**src/rtl/intr_seq_pkg.sv**
```systemverilog
package intr_seq_pkg;
  localparam int PC_W   = 32;
  localparam int PSW_W  = 16;
  localparam int NLVL   = 7;
  localparam int LVL_W  = 3;
  localparam int IM_LSB = 8;

  typedef enum logic [2:0] {
    ST_IDLE, ST_SV_PC, ST_SV_PSW, ST_RT_PC, ST_RT_PSW, ST_RT_END
  } seq_st_t;

  function automatic logic [LVL_W-1:0] psw_mask(input logic [PSW_W-1:0] p);
    return p[IM_LSB +: LVL_W];
  endfunction

  function automatic logic [PSW_W-1:0] psw_with_mask(input logic [PSW_W-1:0] p,
                                                     input logic [LVL_W-1:0] m);
    logic [PSW_W-1:0] r;
    r = p;
    r[IM_LSB +: LVL_W] = m;
    return r;
  endfunction

  function automatic logic [PC_W-1:0] vec_addr(input logic [PC_W-1:0] base,
                                               input logic [PC_W-1:0] stride,
                                               input logic is_nmi,
                                               input logic [LVL_W-1:0] lvl);
    if (is_nmi) return base;
    return base + (PC_W'(lvl) + PC_W'(1)) * stride;
  endfunction
endpackage

```
**src/rtl/intr_pick.sv**
```systemverilog
module intr_pick
  import intr_seq_pkg::*;
#(
  parameter int N  = NLVL,
  parameter int LW = LVL_W
) (
  input  logic          enable,
  input  logic          nmi_req,
  input  logic [N-1:0]  lvl_req,
  input  logic [LW-1:0] mask,
  output logic          take,
  output logic          sel_nmi,
  output logic [LW-1:0] sel_lvl
);
  logic [N-1:0] elig;
  logic         found;

  for (genvar g = 0; g < N; g++) begin : g_elig
    assign elig[g] = lvl_req[g] && (LW'(g) < mask);
  end

  always_comb begin
    found   = 1'b0;
    sel_lvl = '0;
    for (int i = N - 1; i >= 0; i--) begin
      if (elig[i]) begin
        found   = 1'b1;
        sel_lvl = LW'(i);
      end
    end
  end

  assign sel_nmi = nmi_req;
  assign take    = enable && (nmi_req || found);
endmodule

```
**src/rtl/intr_vec.sv**
```systemverilog
module intr_vec
  import intr_seq_pkg::*;
#(
  parameter logic [PC_W-1:0] VEC_BASE   = 32'h0000_0100,
  parameter logic [PC_W-1:0] VEC_STRIDE = 32'h0000_0008
) (
  input  logic              is_nmi,
  input  logic [LVL_W-1:0]  lvl,
  input  logic [PSW_W-1:0]  psw_in,
  output logic [PC_W-1:0]   vec,
  output logic [PSW_W-1:0]  psw_new
);
  assign vec     = vec_addr(VEC_BASE, VEC_STRIDE, is_nmi, lvl);
  assign psw_new = psw_with_mask(psw_in, is_nmi ? '0 : lvl);
endmodule

```
**src/rtl/intr_seq.sv**
```systemverilog
module intr_seq
  import intr_seq_pkg::*;
#(
  parameter logic [PC_W-1:0]  VEC_BASE   = 32'h0000_0100,
  parameter logic [PC_W-1:0]  VEC_STRIDE = 32'h0000_0008,
  parameter logic [PC_W-1:0]  RST_VEC    = 32'h4000_0000,
  parameter logic [PC_W-1:0]  SP_INIT    = 32'h0000_8000,
  parameter logic [PSW_W-1:0] PSW_RST    = '0
) (
  input  logic              clk,
  input  logic              rst_n,
  input  logic              nmi_req,
  input  logic [NLVL-1:0]   lvl_req,
  input  logic [PC_W-1:0]   cur_pc,
  input  logic [PSW_W-1:0]  cur_psw,
  input  logic              mc_busy,
  input  logic              rti_req,
  input  logic [PC_W-1:0]   mem_rd_data,
  output logic              mc_abort,
  output logic              stall,
  output logic              restart_flag,
  output logic              pc_load,
  output logic [PC_W-1:0]   pc_load_val,
  output logic              psw_load,
  output logic [PSW_W-1:0]  psw_load_val,
  output logic [PC_W-1:0]   sp_val,
  output logic              mem_wr_en,
  output logic [PC_W-1:0]   mem_wr_addr,
  output logic [PC_W-1:0]   mem_wr_data,
  output logic [3:0]        mem_wr_be,
  output logic              mem_rd_en,
  output logic [PC_W-1:0]   mem_rd_addr
);
  localparam logic [PC_W-1:0] FRAME  = PC_W'(8);
  localparam logic [PC_W-1:0] PC_OFS = PC_W'(4);
  localparam int              PAD_W  = PC_W - PSW_W;

  seq_st_t           st;
  logic              boot;
  logic [PC_W-1:0]   sp, pc_q, ret_pc_q;
  logic [PSW_W-1:0]  psw_q;
  logic              nmi_q, abort_q;
  logic [LVL_W-1:0]  lvl_q;

  // named events for the checker
  logic              idle, take_evt, ret_evt, boot_evt, ret_done, save_pc, save_psw;
  logic              sel_nmi;
  logic [LVL_W-1:0]  sel_lvl;
  logic [PC_W-1:0]   vec;
  logic [PSW_W-1:0]  psw_new;

  assign boot_evt = boot;
  assign idle     = (st == ST_IDLE) && !boot;
  assign save_pc  = (st == ST_SV_PC);
  assign save_psw = (st == ST_SV_PSW);
  assign ret_done = (st == ST_RT_END);

  intr_pick #(.N(NLVL), .LW(LVL_W)) u_pick (
    .enable  (idle),
    .nmi_req (nmi_req),
    .lvl_req (lvl_req),
    .mask    (psw_mask(cur_psw)),
    .take    (take_evt),
    .sel_nmi (sel_nmi),
    .sel_lvl (sel_lvl)
  );

  intr_vec #(.VEC_BASE(VEC_BASE), .VEC_STRIDE(VEC_STRIDE)) u_vec (
    .is_nmi  (nmi_q),
    .lvl     (lvl_q),
    .psw_in  (psw_q),
    .vec     (vec),
    .psw_new (psw_new)
  );

  assign ret_evt      = idle && rti_req && !take_evt;
  assign mc_abort     = take_evt && mc_busy;
  assign stall        = boot || (st != ST_IDLE) || take_evt || ret_evt;
  assign restart_flag = abort_q;
  assign sp_val       = sp;

  assign mem_wr_en   = save_pc || save_psw;
  assign mem_wr_addr = save_pc ? (sp - PC_OFS) : (sp - FRAME);
  assign mem_wr_data = save_pc ? pc_q : {{PAD_W{1'b0}}, psw_q};
  assign mem_wr_be   = save_pc ? 4'b1111 : 4'b0011;

  assign mem_rd_en   = (st == ST_RT_PC) || (st == ST_RT_PSW);
  assign mem_rd_addr = (st == ST_RT_PC) ? (sp + PC_OFS) : sp;

  assign pc_load      = boot || save_psw || ret_done;
  assign pc_load_val  = boot ? RST_VEC : (save_psw ? vec : ret_pc_q);
  assign psw_load     = pc_load;
  assign psw_load_val = boot ? PSW_RST : (save_psw ? psw_new : mem_rd_data[PSW_W-1:0]);

  always_ff @(posedge clk or negedge rst_n) begin
    if (!rst_n) begin
      st       <= ST_IDLE;
      boot     <= 1'b1;
      sp       <= SP_INIT;
      pc_q     <= '0;
      psw_q    <= '0;
      nmi_q    <= 1'b0;
      lvl_q    <= '0;
      abort_q  <= 1'b0;
      ret_pc_q <= '0;
    end else begin
      boot <= 1'b0;
      unique case (st)
        ST_IDLE: begin
          if (take_evt) begin
            pc_q    <= cur_pc;
            psw_q   <= cur_psw;
            nmi_q   <= sel_nmi;
            lvl_q   <= sel_lvl;
            abort_q <= mc_busy;
            st      <= ST_SV_PC;
          end else if (ret_evt) begin
            st <= ST_RT_PC;
          end
        end
        ST_SV_PC:  st <= ST_SV_PSW;
        ST_SV_PSW: begin
          sp <= sp - FRAME;
          st <= ST_IDLE;
        end
        ST_RT_PC:  st <= ST_RT_PSW;
        ST_RT_PSW: begin
          ret_pc_q <= mem_rd_data;
          st       <= ST_RT_END;
        end
        ST_RT_END: begin
          sp      <= sp + FRAME;
          abort_q <= 1'b0;
          st      <= ST_IDLE;
        end
        default: st <= ST_IDLE;
      endcase
    end
  end
endmodule

```
**config.mk**
```make
export PLATFORM = sky130hd
export DESIGN_NAME = intr_seq
export DESIGN_NICKNAME = d
export VERILOG_FILES = /design/src/rtl/intr_seq_pkg.sv /design/src/rtl/intr_pick.sv /design/src/rtl/intr_vec.sv /design/src/rtl/intr_seq.sv
export SDC_FILE = /design/constraint.sdc
export NUM_CORES = 1
export LEC_CHECK = 0
export BUFFER_PORTS_ARGS = -buffer_cell sky130_fd_sc_hd__buf_2
export CAP_MARGIN = 20
export CORE_MARGIN = 5
export CORE_UTILIZATION = 27
export DETAILED_ROUTE_END_ITERATION = 8
export PLACE_DENSITY = 0.55
export SLEW_MARGIN = 40
export SYNTH_ARGS = -nofsm -noshare
export SYNTH_HDL_FRONTEND = slang
export SYNTH_SLANG_ARGS = --single-unit
```
**constraint.sdc**
```tcl
create_clock -name clk -period 3.3 [get_ports clk]
set_clock_uncertainty 0.1 [all_clocks]
set_input_delay 0.66 -clock clk [delete_from_list [all_inputs] [get_ports clk]]
set_output_delay 0.66 -clock clk [all_outputs]
set_load 0.1 [all_outputs]
```
==> metrics.cfg, run 1 <==
[outcome]
status = finished, violations left
failed_checks = setup timing

[route]
final_antenna_net_count = 0
vias = 6099
drt-total-wl_um = 22710
viasPerCell = 4.754
drc = 0
dr.pass1.iters = 5
drt_iter0_drc = 277
wire_per_inst_um = 17.70

[floorplanning]
coreArea_um2 = 25250
die_h_um = 170.4
fp-row-count = 58
die_w_um = 170.4
pin_count = 279
dieArea_um2 = 29030
start_util_pct = 27.50

[synthesis]
yosysWarnings = 0
ys_seq_area_share_pct = 42.56
ys_ff_latch = 118
synth_edf_count = 0
yosysTopAreaCellShare_pct = 41.80
yosys-top-cells-area = dfrtp_1, mux2_2, buf_4
async_flop_share_pct = 100.0
synth_area_um2 = 6944
synth.most_common_cell = dfrtp_1
synth_commonest_cells = dfrtp_1, mux2_2, nand2_1, buf_4, and2_1
synthCells = 680
ys.flop_type = dfrtp_1
synth_cell_types = 65
synth_area_leader_cell = dfrtp_1
syn_area_per_cell_um2 = 10.21

[clocking]
clockBufferDepth = 2
postCtsHoldBufs = 0
clkLatencyLatePin_ns = 0.41
numClockSinks = 118
h-tree-depth = 4
cts-buffers-inserted = 17
cts_root_buffer = clkbuf_16
clk_pin_slew_ns = 0.07
cts_tree = built

[cells_and_area]
fin_nets = 1035
drive_above_1_share_pct = 57.82
fin_cells = 1283
final_core_util_pct = 43.12
nFillCells = 2472
synthToLayoutAreaGrowth_pct = 56.81
antenna_cells = 0

[sta]
final.setup.tns_ns = -0.03197
hold_viol = 0
final-setup-viol-count = 2
maxSlewHeadroom_pct = 60.10
drv_slew = 0
final.setup.worst_slack_ns = -0.02715
finalCritPeriodShare_pct = 100.8
fin_crit_ns = 3.327
worst_slew_pin_slew_ns = 0.5984
max_freq_mhz = 300.6
rsz0062_at_grt = yes

[grt]
grt_pass1_wl_um = 36380
grt_max_degree = 41
grt_usage_pct = 15.80
grt_overflow = 0
antenna_found_initial = 0
grt_pass1_vias = 6457

[setup_path]
crit_path_cell_trace = or4_4, or4_4, buf_6, nor2_4, xor2_4, buf_12
worstPathArrival_ns = 2.57
start_kind = register
slowest_delay_ns = 0.58
crit_type = reg -> out
slowest_stage = or4_4
crit_path_frequent_cell = or4_4
critPathCaptureType = output port
cp_num_buf_inv = 2
cpLargestDelayFamily = simple AND/OR/NAND/NOR gates
worstPathRequired_ns = 2.54
crit_fanout = 4

[place]
portBuffers = 269
gp_congestion = 0.8231
dpl.hpwl_um = 17280
dp.cells = 1232

[hold_path]
holdCritPathClass = in -> async

[flow_run]
cap_violations = 0

[timing repair]
| item | in CTS | in global routing |
|---|---|---|
| setup endpoints to repair | 18 | 16 |
| gates resized for setup | 12 | 9 |
| pin swaps | 14 | 11 |
| buffers inserted | 15 | 4 |
[per-layer routing]
layer / wire length (µm) / GRT usage, % / part of all wire [%]
met1: 9104 / 18.70 / 40
met2: 11360 / 26.94 / 50
met3: 1861 / 5.993 / 8.2
met4: 380 / 4.306 / 1.7
met5: 0 / 0 / 0
[path summary, 6_finish.rpt]
check,start,to,slack [ns],depth (start not counted)
setup / recovery,sp_val[17]$_DFFE_PN0P_,mem_wr_addr[22],-0.03,6
hold / removal,rst_n,pc_q[9]$_DFFE_PN0P_,0.12,1
setup reg to reg,st[2]$_DFFE_PN0P_,sp_val[27]$_DFFE_PN0P_,0.64,6
hold reg to reg,pc_q[4]$_DFFE_PN0P_,pc_q[4]$_DFFE_PN0P_,0.38,1
max in group asynchronous,rst_n,ret_pc_q[20]$_DFFE_PN0N_,2.11,2
min in group clk,cur_pc[5],pc_q[5]$_DFFE_PN0P_,0.36,2
[metrics by stage]
| step | cell area, µm² | hold WS [ns] | setup WS (ns) |
|---|---|---|---|
| detailed placement | 10090 | 0.3705 | 0.1776 |
| finish | 10890 | 0.1191 | -0.02715 |
| CTS | 10810 | 0.1312 | -0.1054 |
| global placement | 10090 | 0.3630 | 0.2030 |
| floorplan | 7580 | 0.2644 | -0.3727 |
| global route | 10890 | 0.1497 | -0.1032 |
[cells by family (layout without fill, tap and decap cells)]
| family | Yosys count | count (layout) | synth area share, % |
|---|---|---|---|
| compound gates | 79 | 79 | 7.640 |
| xor+xnor | 49 | 49 | 6.180 |
| fa+ha+maj | 3 | 3 | 0.5406 |
| buf+inv | 99 | 364 | 7.964 |
| flops | 118 | 118 | 42.56 |
| mux | 99 | 99 | 16.22 |
| other cells | 2 | 10 | 0.1081 |
| simple gates | 231 | 231 | 18.79 |
[layout make-up]
cell class | instances | area [µm²] | area share, %
multi-input combinational | 471 | 4121 | 37.85
clock inverter | 14 | 117.6 | 1.080
timing repair buffer | 322 | 2775 | 25.49
sequential | 118 | 2993 | 27.48
clock buffer | 18 | 429.2 | 3.941
inverter | 10 | 40.04 | 0.3677
tap | 330 | 412.9 | 3.792
[layout by cell type, fill, tap and decap left out, drive strengths merged, types with 4 or more instances in the layout]
cell type	n
and4	4
a21oi	31
and3	24
inv	18
nor2	33
or4	5
nand2	53
xnor2	19
conb	10
buf	322
nand3	16
and2	33
xor2	30
nand3b	4
nor3	14
o21ai	15
clkinvlp	5
clkbuf	18
nand4	15
or3	5
dfrtp	116
mux2	98
nor4	10
a31oi	6
a211oi	4
[registers in the layout, indices dropped and copies added, names as in the netlist]
| name | flops |
|---|---|
| pc_q | 32 |
| ret_pc_q | 32 |
| sp_val | 29 |
| psw_q | 16 |
| lvl_q | 3 |
| st | 3 |
| boot | 1 |
| nmi_q | 1 |
| restart_flag | 1 |
Power of run 1 is not shown: default switching activity piles up to over one toggle a cycle in this logic, so the estimate is an artifact.
==> inputs of run 2 (changes only) <==
ABC_AREA = 1   (was default)
PLACE_DENSITY = 0.54   (was 0.55)
==> metrics.cfg, run 2 <==
[synthesis]
synth_area_leader_cell = dfrtp_1
yosysWarnings = 0
synth_commonest_cells = nand2_1, nor2_1, inv_1, dfrtp_1, nand3_1
ys_ff_latch = 118
syn_area_per_cell_um2 = 6.502
synth_edf_count = 0
yosys-top-cells-area = dfrtp_1, nand2_1, nor2_1
synth_cell_types = 37
async_flop_share_pct = 100.0
synthCells = 1156
ys.flop_type = dfrtp_1
yosysTopAreaCellShare_pct = 38.62
synth.most_common_cell = nand2_1
ys_seq_area_share_pct = 39.32
synth_area_um2 = 7516

[floorplanning]
start_util_pct = 27.20
fp-row-count = 61
coreArea_um2 = 27630
die_h_um = 176.8
dieArea_um2 = 31270
pin_count = 279
die_w_um = 176.8

[clocking]
cts-buffers-inserted = 17
clockBufferDepth = 2
numClockSinks = 118
clk_pin_slew_ns = 0.07
cts_setup_buffers = 0
postCtsHoldBufs = 0
clkLatencyLatePin_ns = 0.42
cts_tree = built
h-tree-depth = 4
post_cts_resized = 2
cts_root_buffer = clkbuf_16

[cells_and_area]
antenna_cells = 0
drive_above_1_share_pct = 25.63
regArea_um2 = 2958
synthToLayoutAreaGrowth_pct = 32.65
fin_nets = 1479
nFillCells = 3088
multiInputGateArea_um2 = 3643
final_common_cell = nand2_1
final_cell_mix = nand2_1, buf_2, nor2_1

[route]
drc = 0
drt_iter0_drc = 501
drt-total-wl_um = 27610
vias = 7951
viasPerCell = 4.479
dr.pass1.iters = 5
final_antenna_net_count = 0
wire_per_inst_um = 15.56

[grt]
grt_overflow = 0
grt_max_degree = 65
grt_pass1_vias = 7876
grt_pass1_wl_um = 43060
antenna_found_initial = 0
grt_usage_pct = 17.51

[setup_path]
timing.rr.end = psw_q[7]$_DFFE_PN0P_
critPathCaptureType = output port
r2r_cells = 8
start_kind = register
rrSetupSlack_ns = 1.19
crit_type = reg -> out
crit_fanout = 12
r2r-start = st[0]$_DFFE_PN0P_
worstPathArrival_ns = 2.39
worstPathRequired_ns = 2.54

[sta]
maxSlewHeadroom_pct = 51.68
worst_slew_pin_slew_ns = 0.7249
final-setup-viol-count = 0
drv_slew = 0
hold_ws_ns = 0.1676
rsz0062_at_grt = no
hold_viol = 0
fin_crit_ns = 3.151
final.setup.worst_slack_ns = 0.1493
final.setup.tns_ns = 0
max_freq_mhz = 317.4
finalCritPeriodShare_pct = 95.48

[place]
gp_congestion = 0.9207
dpl.hpwl_um = 21130
portBuffers = 269
pre_cts_ws_ns = 0.4341

[outcome]
status = finished, final reports clean

[flow_run]
cap_violations = 0

[hold_path]
holdCritPathClass = in -> async

[run 2: cell type report]
type,instances,share of cell area (%)
well taps,378,4.744
clock buffers,17,4.267
clock inverters,15,1.820
multi-input cells,816,36.55
inverters,142,5.359
repair buffers,289,17.60
flip-flops and latches,118,29.67
[run 2: routing by layer]
| layer | global-route usage, % | vias up | share of wire, % | wire [µm] |
|---|---|---|---|---|
| met4 | 5.770 | 0 | 2.5 | 681 |
| met2 | 28.26 | 297 | 46 | 12800 |
| li1 | - | 3953 | - | - |
| met1 | 22.83 | 3659 | 43 | 12010 |
| met3 | 4.700 | 42 | 7.7 | 2117 |
| met5 | 0 | - | 0 | 0 |
[run 2: kinds of logic (layout without fill, tap and decap cells)]
family,Yosys count,in the layout,synth area share [%]
simple gates,679,679,36.09
fa+ha+maj,3,3,0.4995
flops,118,118,39.32
mux,1,1,0.1498
xor+xnor,17,17,1.981
compound gates,106,106,7.591
buf+inv,230,463,14.27
other cells,2,10,0.09992
[run 2: worst max-delay path, stage by stage, from the launching register on]
cell	delay [ns]
dfrtp_1	0.41
inv_1	0.07
nor2_1	0.03
inv_1	0.11
nor2_2	0.06
inv_2	0.13
nand2_1	0.31
buf_4	0.29
o21ai_1	0.12
buf_2	0.44
[run 2: per-stage QoR]
stage	std cells	utilization, %	instance area, µm²
6_report	1775	36.08	9970
5_1_grt	1775	36.08	9970
2_1_floorplan	1164	-	7654
3_5_place_dp	1743	33.48	9249
3_3_place_gp	1743	33.48	9249
4_1_cts	1775	35.69	9861
[run 2: worst max path at each step]
stage / slack [ns] / cells past startpoint / endpoint / from
detailed placement: 0.43 / 7 / mem_wr_addr[19] / sp_val[3]$_DFFE_PN0P_
global route: 0.009 / 10 / mem_wr_addr[25] / sp_val[3]$_DFFE_PN0P_
global placement: 0.48 / 7 / mem_wr_addr[19] / sp_val[3]$_DFFE_PN0P_
floorplan: -0.67 / 8 / pc_load_val[3] / st[1]$_DFFE_PN0P_
CTS: 0.00005 / 10 / mem_wr_addr[25] / sp_val[3]$_DFFE_PN0P_
finish: 0.15 / 9 / psw_load_val[11] / st[1]$_DFFE_PN0P_
Power of run 2 is left out for the same reason.
